## src/rtl/dps_pkg.sv

```systemverilog
`timescale 1ns/1ps
package dps_pkg;

  typedef enum logic {
    PH_EVEN = 1'b0,
    PH_ODD  = 1'b1
  } phase_e;

  typedef struct packed {
    logic fetch;
    logic decode;
    logic exec;
    logic memwb;
  } stage_en_t;

endpackage

```

## src/rtl/dps_phase_gen.sv

```systemverilog
`timescale 1ns/1ps
module dps_phase_gen
  import dps_pkg::*;
(
  input  logic      clk,
  input  logic      rst_n,
  input  logic      stall_i,
  output phase_e    phase_o,
  output stage_en_t en_o
);

  phase_e phase_q;

  always_ff @(posedge clk) begin
    if (!rst_n) begin
      phase_q <= PH_EVEN;
    end else if (!stall_i) begin
      phase_q <= (phase_q == PH_EVEN) ? PH_ODD : PH_EVEN;
    end
  end

  always_comb begin
    en_o = '0;
    if (!stall_i) begin
      if (phase_q == PH_EVEN) begin
        en_o.fetch = 1'b1;
        en_o.exec  = 1'b1;
      end else begin
        en_o.decode = 1'b1;
        en_o.memwb  = 1'b1;
      end
    end
  end

  assign phase_o = phase_q;

endmodule

```

## src/rtl/dps_port_steer.sv

```systemverilog
`timescale 1ns/1ps
module dps_port_steer
  import dps_pkg::*;
#(
  parameter int ADDR_W = 12,
  parameter int DATA_W = 32,
  parameter int BE_W   = DATA_W / 8
) (
  input  phase_e              phase_i,
  input  logic                stall_i,
  input  logic                if_valid_i,
  input  logic [ADDR_W-1:0]   if_addr_i,
  output logic                if_ready_o,
  input  logic                d_valid_i,
  input  logic                d_we_i,
  input  logic [BE_W-1:0]     d_be_i,
  input  logic [ADDR_W-1:0]   d_addr_i,
  input  logic [DATA_W-1:0]   d_wdata_i,
  output logic                d_ready_o,
  output logic                mem_en_o,
  output logic                mem_we_o,
  output logic [BE_W-1:0]     mem_be_o,
  output logic [ADDR_W-1:0]   mem_addr_o,
  output logic [DATA_W-1:0]   mem_wdata_o,
  output logic                fetch_go_o,
  output logic                load_go_o
);

  logic [DATA_W-1:0] lane_data;
  logic              data_go;

  for (genvar g = 0; g < BE_W; g++) begin : g_lane
    assign lane_data[8*g +: 8] = d_be_i[g] ? d_wdata_i[8*g +: 8] : 8'h00;
  end

  assign if_ready_o = !stall_i && (phase_i == PH_EVEN);
  assign d_ready_o  = !stall_i && (phase_i == PH_ODD);

  always_comb begin
    fetch_go_o  = 1'b0;
    data_go     = 1'b0;
    mem_en_o    = 1'b0;
    mem_we_o    = 1'b0;
    mem_be_o    = '0;
    mem_addr_o  = '0;
    mem_wdata_o = '0;
    if (!stall_i) begin
      if (phase_i == PH_EVEN) begin
        if (if_valid_i) begin
          fetch_go_o = 1'b1;
          mem_en_o   = 1'b1;
          mem_addr_o = if_addr_i;
        end
      end else if (d_valid_i) begin
        data_go    = 1'b1;
        mem_en_o   = 1'b1;
        mem_addr_o = d_addr_i;
        if (d_we_i) begin
          mem_we_o    = 1'b1;
          mem_be_o    = d_be_i;
          mem_wdata_o = lane_data;
        end
      end
    end
  end

  assign load_go_o = data_go && !d_we_i;

endmodule

```

## src/rtl/dps_rsp_return.sv

```systemverilog
`timescale 1ns/1ps
module dps_rsp_return #(
  parameter int DATA_W = 32
) (
  input  logic              clk,
  input  logic              rst_n,
  input  logic              stall_i,
  input  logic              go_i,
  input  logic [DATA_W-1:0] rdata_i,
  output logic              valid_o,
  output logic [DATA_W-1:0] data_o
);

  logic              pend_q;
  logic              fresh_q;
  logic [DATA_W-1:0] hold_q;

  always_ff @(posedge clk) begin
    if (!rst_n) begin
      pend_q  <= 1'b0;
      fresh_q <= 1'b0;
      hold_q  <= '0;
    end else begin
      fresh_q <= go_i;
      if (fresh_q) hold_q <= rdata_i;
      if (!stall_i) pend_q <= go_i;
    end
  end

  assign valid_o = pend_q;
  assign data_o  = fresh_q ? rdata_i : hold_q;

endmodule

```

## src/rtl/dual_phase_mem_sched.sv

```systemverilog
`timescale 1ns/1ps
module dual_phase_mem_sched
  import dps_pkg::*;
#(
  parameter int ADDR_W = 12,
  parameter int DATA_W = 32
) (
  input  logic                  clk,
  input  logic                  rst_n,
  input  logic                  stall_i,
  output logic                  phase_odd_o,
  output logic                  en_fetch_o,
  output logic                  en_decode_o,
  output logic                  en_exec_o,
  output logic                  en_memwb_o,
  input  logic                  if_req_valid_i,
  output logic                  if_req_ready_o,
  input  logic [ADDR_W-1:0]     if_req_addr_i,
  input  logic                  d_req_valid_i,
  output logic                  d_req_ready_o,
  input  logic                  d_req_we_i,
  input  logic [DATA_W/8-1:0]   d_req_be_i,
  input  logic [ADDR_W-1:0]     d_req_addr_i,
  input  logic [DATA_W-1:0]     d_req_wdata_i,
  output logic                  mem_en_o,
  output logic                  mem_we_o,
  output logic [DATA_W/8-1:0]   mem_be_o,
  output logic [ADDR_W-1:0]     mem_addr_o,
  output logic [DATA_W-1:0]     mem_wdata_o,
  input  logic [DATA_W-1:0]     mem_rdata_i,
  output logic                  if_rsp_valid_o,
  output logic [DATA_W-1:0]     if_rsp_data_o,
  output logic                  ld_rsp_valid_o,
  output logic [DATA_W-1:0]     ld_rsp_data_o
);

  localparam int BE_W = DATA_W / 8;

  phase_e    phase;
  stage_en_t stage_en;
  logic      fetch_go;
  logic      load_go;

  dps_phase_gen u_phase (
    .clk     (clk),
    .rst_n   (rst_n),
    .stall_i (stall_i),
    .phase_o (phase),
    .en_o    (stage_en)
  );

  dps_port_steer #(
    .ADDR_W (ADDR_W),
    .DATA_W (DATA_W),
    .BE_W   (BE_W)
  ) u_steer (
    .phase_i     (phase),
    .stall_i     (stall_i),
    .if_valid_i  (if_req_valid_i),
    .if_addr_i   (if_req_addr_i),
    .if_ready_o  (if_req_ready_o),
    .d_valid_i   (d_req_valid_i),
    .d_we_i      (d_req_we_i),
    .d_be_i      (d_req_be_i),
    .d_addr_i    (d_req_addr_i),
    .d_wdata_i   (d_req_wdata_i),
    .d_ready_o   (d_req_ready_o),
    .mem_en_o    (mem_en_o),
    .mem_we_o    (mem_we_o),
    .mem_be_o    (mem_be_o),
    .mem_addr_o  (mem_addr_o),
    .mem_wdata_o (mem_wdata_o),
    .fetch_go_o  (fetch_go),
    .load_go_o   (load_go)
  );

  dps_rsp_return #(.DATA_W(DATA_W)) u_if_rsp (
    .clk     (clk),
    .rst_n   (rst_n),
    .stall_i (stall_i),
    .go_i    (fetch_go),
    .rdata_i (mem_rdata_i),
    .valid_o (if_rsp_valid_o),
    .data_o  (if_rsp_data_o)
  );

  dps_rsp_return #(.DATA_W(DATA_W)) u_ld_rsp (
    .clk     (clk),
    .rst_n   (rst_n),
    .stall_i (stall_i),
    .go_i    (load_go),
    .rdata_i (mem_rdata_i),
    .valid_o (ld_rsp_valid_o),
    .data_o  (ld_rsp_data_o)
  );

  assign phase_odd_o = (phase == PH_ODD);
  assign en_fetch_o  = stage_en.fetch;
  assign en_decode_o = stage_en.decode;
  assign en_exec_o   = stage_en.exec;
  assign en_memwb_o  = stage_en.memwb;

endmodule

```

## config.mk

```make
export PLATFORM = sky130hd
export DESIGN_NAME = dual_phase_mem_sched
export DESIGN_NICKNAME = d
export VERILOG_FILES = /design/src/rtl/dps_pkg.sv /design/src/rtl/dps_phase_gen.sv /design/src/rtl/dps_port_steer.sv /design/src/rtl/dps_rsp_return.sv /design/src/rtl/dual_phase_mem_sched.sv
export SDC_FILE = /design/constraint.sdc
export NUM_CORES = 1
export LEC_CHECK = 0
export ABC_AREA = 1
export BUFFER_PORTS_ARGS = -buffer_cell sky130_fd_sc_hd__buf_2
export CAP_MARGIN = 10
export CORE_MARGIN = 1.5
export CORE_UTILIZATION = 26
export CTS_CLUSTER_SIZE = 24
export DETAILED_ROUTE_END_ITERATION = 16
export PLACE_DENSITY = 0.57
export SLEW_MARGIN = 20
export SYNTH_ARGS = -nofsm -noshare
export SYNTH_HDL_FRONTEND = slang
export SYNTH_SLANG_ARGS = --single-unit
```

## constraint.sdc

```tcl
create_clock -name clk -period 1.5 [get_ports clk]
set_clock_uncertainty 0.1 [all_clocks]
set_input_delay 0.225 -clock clk [delete_from_list [all_inputs] [get_ports clk]]
set_output_delay 0.225 -clock clk [all_outputs]
set_load 0.1 [all_outputs]
```

==> Yosys cells after proc, flatten, opt, wreduce, memory -nomap -nowiden <==
Cells that the tools add are included.
{ "totals": {"regBits": 69, "inputBits": 98, "wordCells": 46, "output_inout_bits": 123} }
{ "classes": {"reduce_logical": 5, "mux": 33, "bitwise": 1} }
{ "op_table": {"columns": ["op", "n"], "rows": [
  ["32-bit two-way mux", 6],
  ["12-bit two-way mux", 4],
  ["8-bit two-way mux", 4],
  ["4-bit two-way mux", 5],
  ["1-bit two-way mux", 14],
  ["1-bit logical AND", 3],
  ["1-bit zero test", 2],
  ["1-bit NOT", 1]
]} }

==> Logic depth before layout (Yosys ltp) <==
{ "depth": {"ltp_word": 5, "depth_mapped": 5, "mapped_depth_nobuf": 4} }

==> By module <==
Synthesis repeated with hierarchy kept, for this count alone.
{ "hier_totals": {"hier_cells": 685, "area_unflattened_um2": 4346.7} }
{ "by_module_without_submodules": {"columns": ["mod", "area_per_inst_um2", "instances", "seq_area_each_um2", "cells_each"], "rows": [
  ["dps_rsp_return", 1860.5, 2, 680.7, 276],
  ["dps_port_steer", 561.8, 1, 0.0, 123],
  ["dps_phase_gen", 63.8, 1, 20.0, 10]
]} }

==> Worst setup path after synthesis <==
Ideal clock, no wire load.
{ "synth_path": {"path_type": "reg-to-output", "startpoint": "register u_phase.phase_q, in the netlist u_phase.phase_o", "endpoint": "output mem_en_o", "path_buffers": 0, "t_arrival_ns": 3.519, "path_slack_ns": -2.344, "t_required_ns": 1.175, "stages_incl_launch_ff": 5, "cell_sequence": "dfxtp_1 > inv_1 > nor2_1 > nand2_1 > nand2_1"} }
{ "synth_between": {"elab_chain_cells": 2} }
{ "synth_lines": {"columns": ["item", "line_no", "text"], "rows": [
  ["start: declaration", "dps_phase_gen.sv:12", "phase_e phase_q;"],
  ["start signal: assignment", "dps_phase_gen.sv:18", "phase_q <= (phase_q == PH_EVEN) ? PH_ODD : PH_EVEN;"],
  ["1-bit two-way mux", "dps_port_steer.sv:48", "if (phase_i == PH_EVEN) begin"],
  ["1-bit two-way mux", "dps_port_steer.sv:47", "if (!stall_i) begin"],
  ["end: declaration", "dual_phase_mem_sched.sv:25", "output logic mem_en_o,"]
]} }
No other way between the ends.

==> Final worst setup path <==
{ "layout_path": {"startpoint": "register u_phase.phase_q, in the netlist u_phase.phase_o", "endpoint": "output mem_addr_o[2]"} }
{ "layout_between": {"elab_chain_cells": 2} }
{ "layout_lines": {"columns": ["item", "line_no", "text"], "rows": [
  ["12-bit two-way mux", "dps_port_steer.sv:48", null],
  ["12-bit two-way mux", "dps_port_steer.sv:47", null],
  ["end: declaration", "dual_phase_mem_sched.sv:28", "output logic [ADDR_W-1:0] mem_addr_o,"]
]} }
No other way between the ends.

==> summary.json <==
{
  "outcome": {
    "status": "finished, violations left",
    "failed_checks": "negative setup slack"
  },
  "hold_path": {
    "holdPathStages": 3,
    "worstHoldPathType": "primary input to flip-flop",
    "min_delay_worst_endpoint": "u_ld_rsp.fresh_q$_SDFF_PN0_",
    "startpoint_of_the_most_critical_hold_path": "rst_n"
  },
  "power": {
    "p_comb_share_pct": 34.7,
    "sequentialPowerShare_pct": 30.6,
    "intPower_mw": 3.94,
    "share_clk_of_total_power_pct": 34.6,
    "total_power_mw": 6.23,
    "worst_ir_drop_on_vdd_mv": 0.546,
    "power.net_switching_mw": 2.29,
    "static-leakage-power_nw": 4.37,
    "power_switching_share_pct": 36.7,
    "power_density_mw_per_mm2": 627
  },
  "clock_tree": {
    "cts.sink_count": 69,
    "cts_tree": "done",
    "cts.htree.levels": 3,
    "clock-root-buffer": "sky130_fd_sc_hd__clkbuf_16",
    "clkTransAtPathRegs_ps": 60,
    "clk_latency_ps": 340,
    "clockBufferDepth": 2,
    "ctsHoldBuffers": 0,
    "cts_made_buffers": 9
  },
  "synth": {
    "count_of_flip_flops_with_a_built_in_enable_after_synthesis": 0,
    "synth_top_area_share_pct": 43.4,
    "synth.distinct_cells": 17,
    "synth-seq-area-share_pct": 43.4,
    "post_synth_net_total": 584,
    "synthesis.area_per_instance_um2": 6.54,
    "syn-instance-count": 486,
    "synth_top_flop_cell": "sky130_fd_sc_hd__dfxtp_1",
    "ys.warnings.count": 0,
    "syn-cell-area_mm2": 0.00318,
    "ys_async_rst_share_pct": 0,
    "synth_commonest_cells": "sky130_fd_sc_hd__nand2_1, sky130_fd_sc_hd__dfxtp_1, sky130_fd_sc_hd__a21oi_1",
    "synthDominantAreaCellType": "sky130_fd_sc_hd__dfxtp_1",
    "most_frequent_cell_after_synthesis": "sky130_fd_sc_hd__nand2_1",
    "yosys_register_bits": 69,
    "area_contributors_post_synth": "sky130_fd_sc_hd__dfxtp_1, sky130_fd_sc_hd__nand2_1, sky130_fd_sc_hd__a21oi_1, sky130_fd_sc_hd__inv_1, sky130_fd_sc_hd__nor2_1"
  },
  "setup_path": {
    "critical_path.startpoint_type": "flip-flop",
    "cp_max_fo": 16,
    "worstPathArrival_ps": 1570,
    "rr_endpoint": "u_ld_rsp.hold_q[2]$_SDFF_PN0_",
    "critPathLaunch": "u_phase.phase_o$_SDFFE_PN0N_",
    "timing.critical_path.required_ps": 1170,
    "crit_path_end_kind": "primary output",
    "r2r.worst_path.cells": 6,
    "timing.reg2reg.setup_slack_ps": -40,
    "critical_path.reg2reg.startpoint": "u_ld_rsp.fresh_q$_SDFF_PN0_",
    "setup.worst_path.class": "flip-flop to primary output"
  },
  "placed_design": {
    "port_buffers": 220,
    "hpwl_um": 9960,
    "dp_worst_setup_slack_ps": -52.7,
    "post_dp_cell_area_mm2": 0.00710,
    "gp_congestion": 0.857
  },
  "flow_run": {
    "max_cap_violations": 0
  },
  "grt": {
    "grt_pass1_wl_um": 26400,
    "largest_net_degree_at_the_start_of_global_routing": 41,
    "antenna_violations_before_repair": 0,
    "globalRouteOverflowTotal": 0,
    "global_route.usage.total_pct": 26.7,
    "vias_in_the_first_global_route": 5066
  },
  "detailed_routing": {
    "vias_per_cell": 4.88,
    "postRouteWirelength_um": 19600,
    "route.vias.total": 4625,
    "drt_iter0_drc": 271,
    "drt_pre_antenna_iters": 4,
    "wl_per_cell_um": 20.7,
    "antenna_violating_nets_post_route": 0,
    "drc_errors": 0
  },
  "sta": {
    "holdWs_ps": 79.9,
    "period_needed_ps": 1890,
    "timing_worst_slew_pin_value_ps": 502,
    "setup_viol": 121,
    "fmax_mhz": 528,
    "timing.final.max_slew_violations": 0,
    "grt_setup_unrepaired": "true",
    "slew_headroom_pct": 66.8,
    "finalCritPeriodShare_pct": 126,
    "hold_viol": 0,
    "layout_setup_ws_ps": -393
  },
  "finish": {
    "antennaDiodeCount": 0,
    "final_net_count": 893,
    "flow.area_growth_from_synthesis_pct": 212,
    "post-route-cell-area_mm2": 0.00993,
    "final_core_utilization_pct": 83.0,
    "post_route_cells_drive_above_1_share_pct": 77.1
  },
  "floorplan": {
    "starting_density_pct": 26.6,
    "number_of_rows_created_at_floorplan": 40,
    "core_ar_mm2": 0.0120,
    "die_height_um": 114,
    "floorplan.die.width_um": 114,
    "dieArea_mm2": 0.0129,
    "ioPinCount": 221
  }
}
[worst max-delay path, cell delays in order, from the launching register on]
cell	delay, ps
sky130_fd_sc_hd__dfxtp_4	360
sky130_fd_sc_hd__buf_4	150
sky130_fd_sc_hd__nor2_4	120
sky130_fd_sc_hd__buf_12	180
sky130_fd_sc_hd__nand3_2	140
sky130_fd_sc_hd__nand2_8	120
sky130_fd_sc_hd__buf_12	170
[cells in the final DEF, fill, tap and decap left out, drive strengths merged]
| cell | Yosys | layout |
|---|---|---|
| clkinv | 0 | 3 |
| dfxtp | 69 | 69 |
| nand2 | 223 | 223 |
| inv | 42 | 37 |
| a21oi | 66 | 66 |
| bufinv | 0 | 1 |
| buf | 25 | 327 |
| nor2 | 37 | 37 |
| clkinvlp | 0 | 7 |
| o21ai | 2 | 2 |
| nand3 | 17 | 17 |
| clkbuf | 5 | 11 |
[timing repair]
| action | 4_1_cts | 5_1_grt |
|---|---|---|
| endpoints found under the hold margin | 0 | 0 |
| pin swaps | 77 | 45 |
| cloned | 11 | 1 |
| setup endpoints to repair | 120 | 120 |
| setup buffers | 45 | 37 |
| gates resized for setup | 308 | 106 |
[worst max-delay path by stage]
stage / endpoint / slack, ps / cells past startpoint
2_1_floorplan: mem_wdata_o[0] / -510 / 4
3_3_place_gp: mem_wdata_o[31] / -40 / 7
3_5_place_dp: mem_addr_o[9] / -50 / 6
4_1_cts: mem_wdata_o[15] / -410 / 6
5_1_grt: mem_wdata_o[16] / -440 / 7
6_report: mem_addr_o[2] / -390 / 6
[through the flow]
| stage | instances | setup TNS, ps |
|---|---|---|
| finish | 947 | -32660 |
| detailed placement | 851 | -1570 |
| global placement | 851 | -1040 |
| CTS | 923 | -31860 |
| floorplan | 486 | -21820 |
| global route | 947 | -37110 |
[power groups by stage]
stage | Sequential, mW | Combinational [mW] | Clock (mW)
final | 1.91 | 2.16 | 2.16
after global routing | 1.91 | 2.22 | 2.25
after CTS | 1.89 | 2.06 | 2.12
after detailed placement | 1.92 | 1.77 | 0
after global placement | 1.92 | 1.76 | 0
after floorplan | 1.95 | 1.04 | 0
[layout make-up]
type | count | area, um^2
flip-flops and latches | 69 | 1390
well taps | 147 | 184
repair buffers | 328 | 4200
clock inverters | 6 | 63.8
multi-input cells | 345 | 3660
fillers | 635 | 2040
inverters | 42 | 196
clock buffers | 10 | 229
[state kept, by name, summed over array words and instances (netlist names)]
name              count
u_if_rsp.fresh_q      1
u_ld_rsp.hold_q      32
u_if_rsp.valid_o      1
u_phase.phase_o       1
u_ld_rsp.valid_o      1
u_if_rsp.hold_q      32
u_ld_rsp.fresh_q      1
[metal layers]
layer | routed length (um) | track usage [%]
met3 | 1260 | 6.16
met4 | 918 | 12.3
met5 | 0 | 0
met1 | 6430 | 27.0
met2 | 11000 | 51.8
[cell families (layout without fill, tap and decap cells)]
logic type / Yosys count / count (layout) / share of synthesized area, %
AOI/OAI and AO/OA: 68 / 68 / 10.7
DFF: 69 / 69 / 43.4
buffers and inverters: 72 / 386 / 10.1
and+or+nand+nor: 277 / 277 / 35.8
(Power assumes the default switching activity.)
